`config.mk`:
```
export PLATFORM = sky130hd
export DESIGN_NAME = apd_ctrl
export DESIGN_NICKNAME = d
export VERILOG_FILES = /design/src/rtl/apd_ctrl.sv
export SDC_FILE = /design/constraint.sdc
export NUM_CORES = 1
export LEC_CHECK = 0
export CORE_UTILIZATION = 35
export DETAILED_ROUTE_END_ITERATION = 6
export DONT_BUFFER_PORTS = 1
export PLACE_DENSITY = 0.59
export SLEW_MARGIN = 20
export SYNTH_ARGS = -nofsm -noshare
export SYNTH_HDL_FRONTEND = slang
export SYNTH_SLANG_ARGS = --single-unit
export TNS_END_PERCENT = 1
```
`constraint.sdc`:
```
create_clock -name clk -period 2.7 [get_ports clk]
set_input_delay 0.54 -clock clk [delete_from_list [all_inputs] [get_ports clk]]
set_output_delay 0.54 -clock clk [all_outputs]
set_load 0.01 [all_outputs]
```
`src/rtl/apd_ctrl.sv`:
```
module apd_ctrl #(
  parameter int ADDR_W    = 16,
  parameter int DATA_W    = 8,
  parameter int NUM_SEL   = 4,
  parameter int NUM_PORTS = 4,
  parameter int PORT_W    = 8,
  parameter int TMO_W     = 16
) (
  input  logic                        clk,
  input  logic                        rst_n,
  input  logic                        strobe,
  input  logic                        apd_en,
  input  logic [TMO_W-1:0]            timeout,
  input  logic [ADDR_W-1:0]           bus_addr_i,
  input  logic [DATA_W-1:0]           bus_data_i,
  input  logic [NUM_SEL-1:0]          sel_raw_i,
  input  logic [2*NUM_PORTS-1:0]      port_func_i,
  input  logic [NUM_PORTS*PORT_W-1:0] port_out_i,
  input  logic [NUM_PORTS*PORT_W-1:0] port_oe_i,
  output logic [ADDR_W-1:0]           addr_o,
  output logic [DATA_W-1:0]           data_o,
  output logic [NUM_SEL-1:0]          sel_o,
  output logic [NUM_PORTS*PORT_W-1:0] port_out_o,
  output logic [NUM_PORTS*PORT_W-1:0] port_oe_o,
  output logic                        asleep_o
);
  localparam int PV_W = NUM_PORTS * PORT_W;

  logic [2:0]       sync_q;
  logic             stb_edge;
  logic [TMO_W-1:0] idle_q;
  logic             sleep_q, sleep_d1_q, clamp;
  logic [PV_W-1:0]  hold_out_q, hold_oe_q;

  assign stb_edge = sync_q[2] ^ sync_q[1];

  always_ff @(posedge clk or negedge rst_n) begin
    if (!rst_n) sync_q <= '0;
    else        sync_q <= {sync_q[1:0], strobe};
  end

  always_ff @(posedge clk or negedge rst_n) begin
    if (!rst_n)                idle_q <= '0;
    else if (!apd_en || stb_edge) idle_q <= '0;
    else if (idle_q < timeout) idle_q <= idle_q + 1'b1;
  end

  always_ff @(posedge clk or negedge rst_n) begin
    if (!rst_n) begin
      sleep_q    <= 1'b0;
      sleep_d1_q <= 1'b0;
    end else begin
      sleep_d1_q <= sleep_q;
      if (!apd_en)
        sleep_q <= 1'b0;
      else if (sleep_q && stb_edge)
        sleep_q <= 1'b0;
      else if (!sleep_q && !stb_edge && idle_q >= timeout)
        sleep_q <= 1'b1;
    end
  end

  always_ff @(posedge clk or negedge rst_n) begin
    if (!rst_n) begin
      hold_out_q <= '0;
      hold_oe_q  <= '0;
    end else if (!sleep_q) begin
      hold_out_q <= port_out_i;
      hold_oe_q  <= port_oe_i;
    end
  end

  assign clamp    = sleep_q | sleep_d1_q;
  assign asleep_o = sleep_q;
  assign addr_o   = clamp   ? '0 : bus_addr_i;
  assign data_o   = clamp   ? '0 : bus_data_i;
  assign sel_o    = sleep_q ? '0 : sel_raw_i;

  for (genvar k = 0; k < NUM_PORTS; k++) begin : g_port
    logic [1:0] fn;
    assign fn = port_func_i[2*k +: 2];
    always_comb begin
      port_out_o[k*PORT_W +: PORT_W] = port_out_i[k*PORT_W +: PORT_W];
      port_oe_o[k*PORT_W +: PORT_W]  = port_oe_i[k*PORT_W +: PORT_W];
      if (sleep_q) begin
        case (fn)
          2'b00: begin
            port_out_o[k*PORT_W +: PORT_W] = hold_out_q[k*PORT_W +: PORT_W];
            port_oe_o[k*PORT_W +: PORT_W]  = hold_oe_q[k*PORT_W +: PORT_W];
          end
          2'b10:   ;
          default: port_oe_o[k*PORT_W +: PORT_W] = '0;
        endcase
      end
    end
  end
endmodule

```
==> metrics.yaml <==
numClockSinks: 85
ys.warnings.count: 0
p_leak_nw: 2.25
grtUsageMet1_pct: 18.3
slew_violations: 0
multi_input_area_um2: 2490
yosys_most_used_dff: "dfrtp_1"
drt_iter0_markers: 132
powerDensity_nw_per_um2: 510
setup_viol: 0
start_kind: "flop"
critPathMaxFanout: 22
syn_area_per_cell_um2: 9.46
postCtsSetupBuffers: 0
drive_above_1_share_pct: 19.2
top_usage_layer: "met2"
n_antenna_cell: 0
root_buffer: "clkbuf_16"
syn_to_final_growth_pct: 10.1
dr_total_vias: 3768
track_usage_pct: 16.1
cp_data_required_time_ns: 2.16
met2_usage_pct: 28.9
final_antenna_net_count: 0
drt_wl_total_mm: 11.4
fin_crit_ns: 2.55
synthDominantCellAreaShare_pct: 43.3
die_h_um: 120
ys_async_sr_fraction_pct: 100
die_area_um2: 14500
wl_per_cell_um: 16.6
yosys-top-cells-area: "dfrtp_1 43%, mux2_2 15%, o21ai_0 4.5%"
fin_area_um2: 5400
hold_viol: 0
clk_latency_ns: 0.34
hpwl_mm: 8.38
syn-num-nets: 656
syn-instance-count: 519
core_um2: 13500
status: "finished clean"
finClkSkew_ns: 0.00524
cp_data_arrival_time_ns: 2.01
synth_edf_count: 0
synth-seq-cells: 85
grt_use_met3_pct: 3.92
port-buffer-count: 0
hold_class: "input port to asynchronous set/reset pin"
htree_levels: 3
die-width_um: 120
grt_overflow: 0
clkSlewWorstSetupHoldPaths_ns: 0.07
avgViaCountPerCell: 5.45
num_rows: 42
relSlewSlack_pct: 59.2
dp_slack_ns: 0.0239
cts_tree: "yes"
setup_ws_ns: 0.153
place_area_um2: 5090
grt_pass1_wl_mm: 18.1
pin_count: 213
peakVddDrop_uv: 331
synth_area_leader_cell: "dfrtp_1"
numCtsBuffers: 9
rsz0062_at_grt: "false"
layout.nets: 647
yosysUniqueCellTypes: 36
antenna_found_initial: 0
drc: 0
yosysMostFrequentCell: "dfrtp_1"
grt_max_degree: 86
grt_pass1_vias: 3738
seq_area_frac_synth_pct: 43.3
register_area_um2: 2130
synth_commonest_cells: "85 x dfrtp_1, 64 x mux2_2, 51 x nand2_1"
tightest_slew_ns: 0.611
gp_congestion: 0.836
cap_violations: 0
start_util_pct: 36.5
cts_buffer_depth: 2
fillers: 1301
fmax_mhz: 393
worstSetupPathType: "flop to output pin"
period_share_pct: 94.3
synth.cell_area_um2: 4910
drtPass1Iterations: 4
tns_ns: 0
end_kind: "output pin"
## area by class of cell
class                      count  share of cell area, %
multi-input combinational    357                   46.1
tap                          176                   4.08
clock inverter                 7                  0.926
clock buffer                   9                   4.17
sequential                    85                   39.4
timing repair buffer          14                   2.32
inverter                      43                   2.99
## report_power, final
part | leakage [nW] | total (mW) | switching, mW | internal (mW)
registers | 1.03 | 1.35 | 0.0266 | 1.33
logic | 1.09 | 0.250 | 0.147 | 0.103
clock network | 0.128 | 1.15 | 0.528 | 0.625
## cell families after synthesis
family | share of synthesized area (%)
AOI/OAI and AO/OA | 15.1
adders and majority gates | 4.33
and+or+nand+nor | 15.8
muxes | 14.9
xor gates and xnor gates | 0.357
DFF | 43.3
buffers and inverters | 6.19
## metrics by stage
step           hold slack [ns]  utilization [%]  power [mW]  cells
6_report                0.0984             40.2        2.76    691
3_3_place_gp             0.247             37.8        1.59    674
3_5_place_dp             0.246             37.8        1.60    674
2_1_floorplan            0.244                -        1.58    519
4_1_cts                  0.108             40.1        2.81    691
5_1_grt                  0.133             40.2        2.88    691
## cells in the final DEF, fill, tap and decap left out, drive strengths merged
cell       n
clkinv     3
nor3       1
a21oi     27
dfrtp     85
nand4      3
inv       44
or3       10
nor2b     10
o21ai     45
clkbuf     9
nand4b     1
nand3      9
and3       5
o31ai      4
a22oi     24
and2      24
nor4       2
or4        4
a211oi     2
mux2      64
nand2b     9
buf       14
ha        17
mux2i      1
xnor2      2
o22ai     24
a21o       1
nand2     51
clkinvlp   3
nor2      16
nor3b      1
## worst max-delay path: stages, from the launching register on
cell,delay [ns]
dfrtp_4,0.60
nor2b_1,0.17
buf_4,0.17
nor2b_1,0.16
buf_4,0.19
mux2_2,0.39
## layer usage
metal / vias to the layer above / routed length [um] / share of wire, %
met4: 0 / 145 / 1.3
met1: 1815 / 4590 / 40
li1: 1789 / - / -
met3: 11 / 781 / 6.8
met5: - / 0 / 0
met2: 153 / 5920 / 52
## final timing paths
check,start,endpoint,slack (ns),depth (start not counted)
setup / recovery,asleep_o$_DFFE_PN0P_,port_out_o[21],0.15,5
hold reg to reg,sync_q[0]$_DFF_PN0_,sync_q[1]$_DFF_PN0_,0.35,0
min in group clk,strobe,sync_q[0]$_DFF_PN0_,0.23,0
setup reg to reg,idle_q[12]$_DFFE_PN0P_,idle_q[9]$_DFFE_PN0P_,0.26,7
hold / removal,rst_n,hold_out_q[16]$_DFFE_PN0N_,0.1,1
max in group asynchronous,rst_n,asleep_o$_DFFE_PN0P_,2.25,1
## registers in the layout (all words and copies together) (netlist names)
name / flops
hold_out_q: 32
sync_q: 3
asleep_o: 1
hold_oe_q: 32
sleep_d1_q: 1
idle_q: 16
## timing repair
| item | in CTS | in global routing |
|---|---|---|
| endpoints found under the hold margin | 85 | 0 |
| resized for setup | 0 | 2 |
| setup endpoints to repair | 0 | 12 |
| hold buffers | 1 | 0 |
Note: power is estimated with default switching activity, not from simulation.
